--- src/rtl/pcap_pkg.sv ---
package pcap_pkg;

  // Strobes passed from sync/window control to the byte datapath.
  typedef struct packed {
    logic byteTake;    // current byte lies inside the active window
    logic groupStart;  // current byte is the first active byte of a line
    logic frameAccept; // a new frame was accepted on this cycle
  } ctrlStrobe_t;

  // Map four bytes in arrival order to {Cb, Y0, Cr, Y1}.
  function automatic logic [31:0] toCanonical(input logic [1:0] orderCode,
                                              input logic [7:0] a0,
                                              input logic [7:0] a1,
                                              input logic [7:0] a2,
                                              input logic [7:0] a3);
    logic [31:0] w;
    case (orderCode)
      2'd0:    w = {a0, a1, a2, a3};
      2'd1:    w = {a2, a1, a0, a3};
      2'd2:    w = {a1, a0, a3, a2};
      default: w = {a3, a0, a1, a2};
    endcase
    return w;
  endfunction

endpackage

--- src/rtl/pcap_ctrl.sv ---
module pcap_ctrl
  import pcap_pkg::*;
#(
  parameter int CNT_W   = 16,
  parameter int FRAME_W = 16
) (
  input  logic               clk,
  input  logic               rstN,
  input  logic               hsyncIn,
  input  logic               vsyncIn,
  input  logic               hsEnable,
  input  logic               vsEnable,
  input  logic               hsInvert,
  input  logic               vsInvert,
  input  logic [CNT_W-1:0]   hStart,
  input  logic [CNT_W-1:0]   hPeriod,
  input  logic [CNT_W-1:0]   vStart,
  input  logic [CNT_W-1:0]   vPeriod,
  input  logic               runEn,
  input  logic               stopReq,
  input  logic               evtEnable,
  output ctrlStrobe_t        strobe,
  output logic               frameStartPulse,
  output logic [FRAME_W-1:0] frameCount
);
  localparam int POS_W  = CNT_W + 2;
  localparam int LINE_W = CNT_W + 1;

  logic hsQ, vsQ, hsPrev, vsPrev, hsEdge, vsEdge;
  logic [POS_W-1:0]  pixCount, posNow, hFirst, hLast;
  logic [CNT_W:0]    hEven;
  logic [LINE_W-1:0] lineCount, lineNow, vFirst, vLast;
  logic lineArmed, armedNow, lineIn, pixIn, frameActive;

  // Sync conditioning: enable gate, polarity, edge detect.
  always_ff @(posedge clk) begin
    if (!rstN) begin
      hsQ <= 1'b0; vsQ <= 1'b0; hsPrev <= 1'b0; vsPrev <= 1'b0;
    end else begin
      hsQ    <= hsEnable & (hsyncIn ^ hsInvert);
      vsQ    <= vsEnable & (vsyncIn ^ vsInvert);
      hsPrev <= hsQ;
      vsPrev <= vsQ;
    end
  end
  assign hsEdge = hsQ & ~hsPrev;
  assign vsEdge = vsQ & ~vsPrev;

  // Horizontal window, odd period rounded up to even pixels.
  assign hEven  = {1'b0, hPeriod} + {{CNT_W{1'b0}}, hPeriod[0]};
  assign hFirst = {2'b00, hStart};
  assign hLast  = hFirst + {hEven, 1'b0};
  assign posNow = hsEdge ? '0 : pixCount;
  assign pixIn  = (posNow >= hFirst) && (posNow < hLast);

  // Vertical window.
  always_comb begin
    armedNow = lineArmed;
    lineNow  = lineCount;
    if (vsEdge) begin
      armedNow = 1'b0;
      lineNow  = '0;
    end else if (hsEdge) begin
      armedNow = 1'b1;
      if (!lineArmed)      lineNow = '0;
      else if (&lineCount) lineNow = lineCount;
      else                 lineNow = lineCount + LINE_W'(1);
    end
  end
  assign vFirst = {1'b0, vStart};
  assign vLast  = vFirst + {1'b0, vPeriod};
  assign lineIn = armedNow && (lineNow >= vFirst) && (lineNow < vLast);

  always_ff @(posedge clk) begin
    if (!rstN) begin
      pixCount    <= '0;
      lineCount   <= '0;
      lineArmed   <= 1'b0;
      frameActive <= 1'b0;
    end else begin
      pixCount  <= (&posNow) ? posNow : posNow + POS_W'(1);
      lineCount <= lineNow;
      lineArmed <= armedNow;
      if (vsEdge) frameActive <= runEn & ~stopReq;
    end
  end

  assign strobe.byteTake    = frameActive & lineIn & pixIn;
  assign strobe.groupStart  = (posNow == hFirst);
  assign strobe.frameAccept = vsEdge & runEn & ~stopReq;

  // Frame events.
  always_ff @(posedge clk) begin
    if (!rstN) begin
      frameStartPulse <= 1'b0;
      frameCount      <= '0;
    end else begin
      frameStartPulse <= strobe.frameAccept;
      if (strobe.frameAccept && evtEnable) frameCount <= frameCount + FRAME_W'(1);
    end
  end

  assert_pulse_single_R11: assert property (@(posedge clk) disable iff (!rstN)
    frameStartPulse |=> !frameStartPulse);

  assert_count_step_R11: assert property (@(posedge clk) disable iff (!rstN)
    (frameCount != $past(frameCount)) |->
      (frameStartPulse && frameCount == $past(frameCount) + FRAME_W'(1)));

  assert_accept_gate_R10: assert property (@(posedge clk) disable iff (!rstN)
    frameStartPulse |-> ($past(runEn) && !$past(stopReq)));

endmodule

--- src/rtl/pcap_datapath.sv ---
module pcap_datapath
  import pcap_pkg::*;
#(
  parameter int SKID_DEPTH = 2
) (
  input  logic        clk,
  input  logic        rstN,
  input  logic [7:0]  byteIn,
  input  ctrlStrobe_t strobe,
  input  logic [1:0]  orderSel,
  input  logic        outReady,
  output logic        outValid,
  output logic [31:0] outData,
  output logic        overflowFlag
);
  localparam int PTR_W  = (SKID_DEPTH > 1) ? $clog2(SKID_DEPTH) : 1;
  localparam int FILL_W = $clog2(SKID_DEPTH + 1);

  logic [7:0]       byteQ;
  logic [1:0]       slot, curSlot;
  logic [2:0][7:0]  held;
  logic             wordDone, pop, push, drop, full;
  logic [31:0]      wordNow;
  logic [SKID_DEPTH-1:0][31:0] skidMem;
  logic [PTR_W-1:0] rdPtr, wrPtr;
  logic [FILL_W-1:0] fill;

  function automatic logic [PTR_W-1:0] bump(input logic [PTR_W-1:0] p);
    return (p == PTR_W'(SKID_DEPTH - 1)) ? '0 : p + PTR_W'(1);
  endfunction

  // Byte gathering: aligned to the strobe timing of the control block.
  assign curSlot  = strobe.groupStart ? 2'd0 : slot;
  assign wordDone = strobe.byteTake && (curSlot == 2'd3);
  assign wordNow  = toCanonical(orderSel, held[0], held[1], held[2], byteQ);

  always_ff @(posedge clk) begin
    if (!rstN) begin
      byteQ <= '0;
      slot  <= '0;
      held  <= '0;
    end else begin
      byteQ <= byteIn;
      if (strobe.byteTake) begin
        slot <= curSlot + 2'd1;
        if (curSlot != 2'd3) held[curSlot] <= byteQ;
      end
    end
  end

  // Two-entry skid buffer.
  assign full     = (fill == FILL_W'(SKID_DEPTH));
  assign outValid = (fill != '0);
  assign outData  = skidMem[rdPtr];
  assign pop      = outValid && outReady;
  assign push     = wordDone && (!full || pop);
  assign drop     = wordDone && full && !pop;

  always_ff @(posedge clk) begin
    if (!rstN) begin
      skidMem      <= '0;
      rdPtr        <= '0;
      wrPtr        <= '0;
      fill         <= '0;
      overflowFlag <= 1'b0;
    end else begin
      if (push) begin
        skidMem[wrPtr] <= wordNow;
        wrPtr          <= bump(wrPtr);
      end
      if (pop) rdPtr <= bump(rdPtr);
      case ({push, pop})
        2'b10:   fill <= fill + FILL_W'(1);
        2'b01:   fill <= fill - FILL_W'(1);
        default: fill <= fill;
      endcase
      if (drop) overflowFlag <= 1'b1;
    end
  end

  assert_hold_R8: assert property (@(posedge clk) disable iff (!rstN)
    (outValid && !outReady) |=> (outValid && $stable(outData)));

  assert_fill_bound_R9: assert property (@(posedge clk) disable iff (!rstN)
    fill <= FILL_W'(SKID_DEPTH));

  assert_overflow_sticky_R9: assert property (@(posedge clk) disable iff (!rstN)
    overflowFlag |=> overflowFlag);

endmodule

--- src/rtl/pcap_front.sv ---
module pcap_front
  import pcap_pkg::*;
#(
  parameter int CNT_W      = 16,
  parameter int FRAME_W    = 16,
  parameter int SKID_DEPTH = 2
) (
  input  logic               clk,
  input  logic               rstN,
  input  logic [11:0]        pixData,
  input  logic               hsyncIn,
  input  logic               vsyncIn,
  input  logic               hsEnable,
  input  logic               vsEnable,
  input  logic               hsInvert,
  input  logic               vsInvert,
  input  logic [1:0]         orderSel,
  input  logic [CNT_W-1:0]   hStart,
  input  logic [CNT_W-1:0]   hPeriod,
  input  logic [CNT_W-1:0]   vStart,
  input  logic [CNT_W-1:0]   vPeriod,
  input  logic               runEn,
  input  logic               stopReq,
  input  logic               evtEnable,
  input  logic               outReady,
  output logic               outValid,
  output logic [31:0]        outData,
  output logic               overflowFlag,
  output logic               frameStartPulse,
  output logic [FRAME_W-1:0] frameCount
);
  ctrlStrobe_t strobe;
  logic unusedPins;

  assign unusedPins = ^{pixData[11:10], pixData[1:0]};

  pcap_ctrl #(.CNT_W(CNT_W), .FRAME_W(FRAME_W)) ctrl_i (
    .clk(clk), .rstN(rstN),
    .hsyncIn(hsyncIn), .vsyncIn(vsyncIn),
    .hsEnable(hsEnable), .vsEnable(vsEnable),
    .hsInvert(hsInvert), .vsInvert(vsInvert),
    .hStart(hStart), .hPeriod(hPeriod), .vStart(vStart), .vPeriod(vPeriod),
    .runEn(runEn), .stopReq(stopReq), .evtEnable(evtEnable),
    .strobe(strobe), .frameStartPulse(frameStartPulse), .frameCount(frameCount)
  );

  pcap_datapath #(.SKID_DEPTH(SKID_DEPTH)) data_i (
    .clk(clk), .rstN(rstN),
    .byteIn(pixData[9:2]), .strobe(strobe), .orderSel(orderSel),
    .outReady(outReady), .outValid(outValid), .outData(outData),
    .overflowFlag(overflowFlag)
  );

endmodule

--- config.mk ---
export PLATFORM = sky130hd
export DESIGN_NAME = pcap_front
export DESIGN_NICKNAME = d
export VERILOG_FILES = /design/src/rtl/pcap_pkg.sv /design/src/rtl/pcap_ctrl.sv /design/src/rtl/pcap_datapath.sv /design/src/rtl/pcap_front.sv
export SDC_FILE = /design/constraint.sdc
export NUM_CORES = 1
export LEC_CHECK = 0
export BUFFER_PORTS_ARGS = -buffer_cell sky130_fd_sc_hd__buf_2
export CORE_ASPECT_RATIO = 2
export CORE_UTILIZATION = 53
export CTS_CLUSTER_SIZE = 40
export DETAILED_ROUTE_END_ITERATION = 12
export HOLD_SLACK_MARGIN = 0.15
export PLACE_DENSITY_LB_ADDON = 0.08
export SLEW_MARGIN = 10
export SYNTH_ARGS = -nofsm -noshare
export SYNTH_HDL_FRONTEND = slang
export SYNTH_SLANG_ARGS = --single-unit
--- constraint.sdc ---
create_clock -name clk -period 4.5 [get_ports clk]
set_clock_uncertainty 0.15 [all_clocks]
set_input_delay 0 -clock clk [delete_from_list [all_inputs] [get_ports clk]]
set_output_delay 0 -clock clk [all_outputs]
set_load 0.02 [all_outputs]
; ---- Word-level counts from Yosys, hierarchy flattened
; Index checks and enable logic that the tools add are counted.
[totals]
out_inout_bits = 51
mem_count = 0
input_bits = 90
rom_bits = 0
latchBits = 0
regBits = 161
word_cells = 104
ram_bits = 0
[classes]
muxes = 21
bitwise = 14
order_cmp = 9
reduce_logical = 20
add_sub_neg = 11
eq_ne = 8
mul = 0
shifts = 0
div = 0
[ops]
columns = op, n
row1 = 32-bit two-way mux, 3
row2 = 32-bit case mux with 3 select lines, 1
row3 = 17-bit two-way mux, 4
row4 = 64-bit bitwise mux, 1
row5 = 18-bit two-way mux, 2
row6 = 32-bit demux with 1-bit select, 1
row7 = 24-bit bitwise mux, 1
row8 = 16-bit by 18-bit adder with 18-bit output, 1
row9 = "18-bit by 1-bit adder with 18-bit output, second input constant", 1
row10 = 18-bit by 16-bit equality test with 1-bit output, 1
row11 = 18-bit by 16-bit greater-or-equal comparator with 1-bit output, 1
row12 = 18-bit less-than comparator, 1
row13 = 18-bit AND reduction, 1
row14 = 16-bit by 1-bit adder with 17-bit output, 1
row15 = 16-bit by 16-bit adder with 17-bit output, 1
row16 = "17-bit by 1-bit adder with 17-bit output, second input constant", 1
row17 = 17-bit by 16-bit greater-or-equal comparator with 1-bit output, 1
row18 = 17-bit less-than comparator, 1
row19 = 17-bit AND reduction, 1
row20 = "16-bit by 1-bit adder with 16-bit output, second input constant", 1
row21 = 8-bit demux with 2-bit select, 1
row22 = 1-bit logical AND, 11
row23 = 1-bit AND, 9
row24 = "2-bit equality test, second input constant", 4
row25 = 20 further kinds, 32

; ---- Depth between registers and ports, before layout
[logic_depth]
ltp_word = 14
ltp_mapped = 26
depth_no_buf = 26

; ---- By module
; A second synthesis with hierarchy kept.
[hier_totals]
hier_cells = 1177
area_unflattened_um2 = 10436.3
[by_module_without_submodules]
columns = mod, cells_each, n_inst, area_per_inst_um2, seq_area_each_um2
row1 = pcap_ctrl, 724, 1, 5756.8, 1161.1
row2 = pcap_datapath, 453, 1, 4679.5, 2062.0

; ---- Worst setup path after synthesis
; Ideal clock, no wire load.
[synth_timing]
path_kind = register -> register
startpoint = reg ctrl_i.lineCount[0]
endpoint = reg data_i.fill[1]
n_path_buf = 0
arrival_time_ns = 4.501
synth_period_minus_slack_ns = 4.721
setup_time_ns = 0.071
slack_ns = -0.221
stages_incl_launch_ff = 21
required_time_ns = 4.279
cell_sequence = dfxtp_1 > ha_1 > nand4_1 > or4_4 > and3_1 > nand2b_1 > nor2_1 > xnor2_1 > nor2_1 > ha_1 > nand4_1 > or4_1 > or3_1 > o22ai_1 > nor4_1 > o2111a_1 > nor2_1 > nand3_1 > ha_1 > or3_1 > a21oi_1
[synth_between]
elab_chain_cells = 14
elab_cells_between_ends = 18
[synth_lines]
columns = element, line
row1 = start: declaration, pcap_ctrl.sv:32  ; logic [LINE_W-1:0] lineCount, lineNow, vFirst, vLast;
row2 = start signal: assignment, pcap_ctrl.sv:82  ; lineCount <= lineNow;
row3 = 17-bit by 1-bit adder with 17-bit output or 17-bit AND reduction (tied branches), "pcap_ctrl.sv:67, pcap_ctrl.sv:66"
row4 = 17-bit two-way mux (*), pcap_ctrl.sv:66  ; else if (&lineCount) lineNow = lineCount;
row5 = 17-bit two-way mux (*), pcap_ctrl.sv:65  ; if (!lineArmed) lineNow = '0;
row6 = 17-bit two-way mux (*), pcap_ctrl.sv:63  ; end else if (hsEdge) begin
row7 = 17-bit two-way mux (*), pcap_ctrl.sv:60  ; if (vsEdge) begin
row8 = via ctrl_i.lineNow[12], pcap_ctrl.sv:32
row9 = 17-bit by 16-bit greater-or-equal comparator with 1-bit output, pcap_ctrl.sv:72  ; assign lineIn = armedNow && (lineNow >= vFirst) && (lineNow < vLast);
row10 = 1-bit logical AND, pcap_ctrl.sv:72
row11 = 1-bit logical AND (*), pcap_ctrl.sv:72
row12 = 1-bit AND (*) (2 in series), pcap_ctrl.sv:88  ; assign strobe.byteTake = frameActive & lineIn & pixIn;
row13 = 1-bit logical AND (*), pcap_datapath.sv:34  ; assign wordDone = strobe.byteTake && (curSlot == 2'd3);
row14 = 1-bit logical AND (*), pcap_datapath.sv:56  ; assign push = wordDone && (!full || pop);
row15 = 2-bit by 1-bit equality test with 1-bit output or 2-bit equality test (tied branches), pcap_datapath.sv:72  ; case ({push, pop})
row16 = 2-bit case mux with 2 select lines or 2-bit nonzero test (tied branches), n/a
row17 = end signal: assignment, pcap_datapath.sv:73  ; 2'b10: fill <= fill + FILL_W'(1);
row18 = end signal: assignment, pcap_datapath.sv:74  ; 2'b01: fill <= fill - FILL_W'(1);
row19 = end signal: assignment, pcap_datapath.sv:75  ; default: fill <= fill;
row20 = end: declaration, pcap_datapath.sv:26  ; logic [FILL_W-1:0] fill;
; Mark *: on every way through the listed nets, which the timed path passes. The rest lies on a longest branch.
; A chain may end at the register's enable or synchronous reset.

; ---- Final worst setup path
[layout_timing]
startpoint = reg ctrl_i.lineCount[1]
endpoint = reg data_i.fill[1]
; The elaborated chain is that of the path after synthesis.

==> impl_metrics.env <==
export IMPL_initial_core_util=0.538
export IMPL_drv_slew=0
export IMPL_hold_path_class="primary input to register"
export IMPL_nNetsFinal=1638
export IMPL_gr_total_overflow=0
export IMPL_crit_path_top_delay_cell="or4_4"
export IMPL_power_internal_mw=2.58
export IMPL_place_hpwl_um=20500
export IMPL_cp_end_kind="register"
export IMPL_max_freq_ghz=0.212
export IMPL_crit_required_ps=4700
export IMPL_ff2ff_path_depth=21
export IMPL_cts_buffers_inserted=17
export IMPL_first_iter_violations=254
export IMPL_pwr_share_seq=0.418
export IMPL_avgViaCountPerCell=5.53
export IMPL_row_count=73
export IMPL_yosysWarnings=0
export IMPL_clk_pin_slew_ps=60
export IMPL_clock_sinks=161
export IMPL_cts_path_max_buffers=2
export IMPL_syn_area_per_cell_um2=8.88
export IMPL_grt_antenna_before_repair=0
export IMPL_die_y_um=203
export IMPL_finalCritPeriodShare=1.05
export IMPL_final_common_cell="nand2_1"
export IMPL_finalHoldViolCount=0
export IMPL_pin_count=141
export IMPL_wl_per_cell_um=16.5
export IMPL_cts_tree="done"
export IMPL_ys_types=61
export IMPL_synth_edf_count=0
export IMPL_power_mw=3.44
export IMPL_synth_top_area_frac=0.302
export IMPL_max_stage_delay_ps=550
export IMPL_diodes=0
export IMPL_min_period_ps=4710
export IMPL_synth_main_ff_cell="dfxtp_1"
export IMPL_critPathArrivalTime_ps=4920
export IMPL_combPwrFrac=0.151
export IMPL_grt_pass1_wl_um=42100
export IMPL_root_buffer="clkbuf_16"
export IMPL_htreeDepth=4
export IMPL_grtUsageTotal=0.260
export IMPL_swShare=0.250
export IMPL_critPathKind="register to register"
export IMPL_setup_ws_ps=-215
export IMPL_grt_max_degree=110
export IMPL_synth_area_leaders="dfxtp_1, ha_1, mux2i_1"
export IMPL_fin_area_um2=13700
export IMPL_synthArstFlopShare=0
export IMPL_violations="negative setup slack"
export IMPL_totalWireLength_um=28300
export IMPL_port_buffers=136
export IMPL_grt_pass1_vias=9304
export IMPL_syn_to_final_growth_pct=28.0
export IMPL_layout_drive_gt1_share=0.291
export IMPL_clkPwrFrac=0.430
export IMPL_vias=9506
export IMPL_p_per_area_nw_per_um2=252
export IMPL_leakage_nw=6.19
export IMPL_syn_inst=1202
export IMPL_crit_fanout=4
export IMPL_setup_violations=34
export IMPL_synth_seq_area_share=0.302
export IMPL_holdPathStages=3
export IMPL_clk_latency_ps=420
export IMPL_p_switching_mw=0.862
export IMPL_rrSetupSlack_ps=-210
export IMPL_gp_congestion=0.810
export IMPL_max_slew_margin=0.303
export IMPL_cap_violations=0
export IMPL_layout_common_cells="nand2_1, dfxtp_1, buf_2, buf_4, ha_1"
export IMPL_dieArea_um2=20700
export IMPL_status="complete, but fails checks"
export IMPL_tightestPinTransition_ps=1050
export IMPL_dr_pass1_iters=7
export IMPL_drc=0
export IMPL_die_x_um=102
export IMPL_rsz0062_at_grt="yes"
export IMPL_final_antenna_net_count=0
export IMPL_start_kind="register"
export IMPL_synth_largest_area_cell="dfxtp_1"
export IMPL_synth_area_um2=10700
export IMPL_dpl_instance_area_um2=12300
export IMPL_peakVddDrop_uv=256
export IMPL_fp_coreArea_um2=19800
export IMPL_ys_ff_latch=161
export IMPL_syn_nets=1397
export IMPL_crit_path_cell_trace="ha_4 -> nand4_1 -> or4_4 -> and3_4 -> nand2b_4 -> buf_4 -> xor2_2 -> nor2_1 -> ha_1 -> nand2_1 -> or4_4 -> or3_4 -> o22ai_4 -> nor4_4 -> o2111a_2 -> nor2_4 -> nand3_2 -> ha_4 -> xnor2_1 -> or3_1 -> a21oi_1"
[Yosys cell counts (10+ instances only)]
cell	count
nor3_1	28
xor2_1	41
mux2i_1	91
nand2_1	180
and2_1	39
mux2_2	49
nand3_1	35
ha_1	103
clkbuf_1	39
a21o_1	11
o21ai_0	21
dfxtp_1	161
inv_1	54
nor2_1	80
and3_1	14
xnor2_1	48
a211oi_1	10
mux4_2	16
nand4_1	29
a21oi_1	39
[state kept, by name (all words and copies together), names as in the netlist]
register and cells:
data_i.rdPtr 1, ctrl_i.pixCount 18, ctrl_i.frameCount 16, ctrl_i.frameStartPulse 1, ctrl_i.lineCount 17, data_i.overflowFlag 1
data_i.byteQ 8, ctrl_i.vsQ 1, data_i.wrPtr 1, data_i.held 24, ctrl_i.hsQ 1, data_i.slot 2
data_i.fill 2, ctrl_i.frameActive 1, ctrl_i.lineArmed 1, ctrl_i.hsPrev 1, data_i.skidMem 64, ctrl_i.vsPrev 1
[metrics by stage]
stage | hold WS (ps) | setup TNS, ps | worst slack (ps) | util | std cells
finish | 170 | -3530 | -215 | 0.689 | 1718
floorplan | -22.7 | 0 | 2.13 | - | 1202
global route | 189 | -19910 | -400 | 0.689 | 1718
global placement | 63.5 | -16630 | -370 | 0.618 | 1641
CTS | 165 | -283 | -29.0 | 0.663 | 1696
detailed placement | 58.9 | -26540 | -483 | 0.618 | 1641
[worst paths after layout]
kind | start | to
setup / recovery | ctrl_i.lineCount[1] | data_i.fill[1]
setup reg to reg | ctrl_i.lineCount[1] | data_i.fill[1]
hold / removal | pixData[8] | data_i.byteQ[6]
hold reg to reg | data_i.skidMem[55] | data_i.skidMem[55]
[power groups by stage]
| stage | combinational, mW | clock (mW) | sequential (mW) |
|---|---|---|---|
| final | 0.521 | 1.48 | 1.44 |
| after global routing | 0.584 | 1.57 | 1.44 |
| after CTS | 0.515 | 1.51 | 1.44 |
| after detailed placement | 0.501 | 0 | 1.47 |
| after global placement | 0.492 | 0 | 1.47 |
| after floorplan | 0.323 | 0 | 1.47 |
[logic make-up after synthesis]
group                    Yosys count  share of synthesized area
adder cells (fa/ha/maj)          105                      0.125
flip-flops                       161                      0.302
buffers and inverters            106                     0.0429
XOR/XNOR                          89                     0.0730
multiplexers                     156                      0.171
AO/OA/AOI/OAI                    135                     0.0852
AND/OR/NAND/NOR                  450                      0.201
[repair_timing]
| item | CTS | global route |
|---|---|---|
| hold buffers | 17 | 0 |
| pin swaps | 16 | 36 |
| endpoints found under the setup margin | 91 | 94 |
| hold endpoints to repair | 80 | 0 |
| buffers inserted | 6 | 16 |
| resized for setup | 20 | 51 |
| cloned | 0 | 6 |
[critical path, delay by kind of cell (launching register included)]
kind                     cells  cell delay [ps]
buffers and inverters        1              130
adder cells (fa/ha/maj)      3              610
AND/OR/NAND/NOR             12             2630
XOR/XNOR                     2              290
AO/OA/AOI/OAI                3              460
flip-flops                   1              350
[layout make-up]
type,count,area (um2)
multi-input cells,935,7340
fillers,1663,6160
flip-flops and latches,161,3240
repair buffers,274,1960
clock buffers,24,472
well taps,262,328
inverters,54,203
clock inverters,8,128
[per-layer routing]
metal  GRT usage  wire [um]
met5           0          0
met4       0.123       1210
met3      0.0317        741
met2       0.535      16500
met1       0.236       9890
No activity file was read; power rests on OpenSTA's default activity.
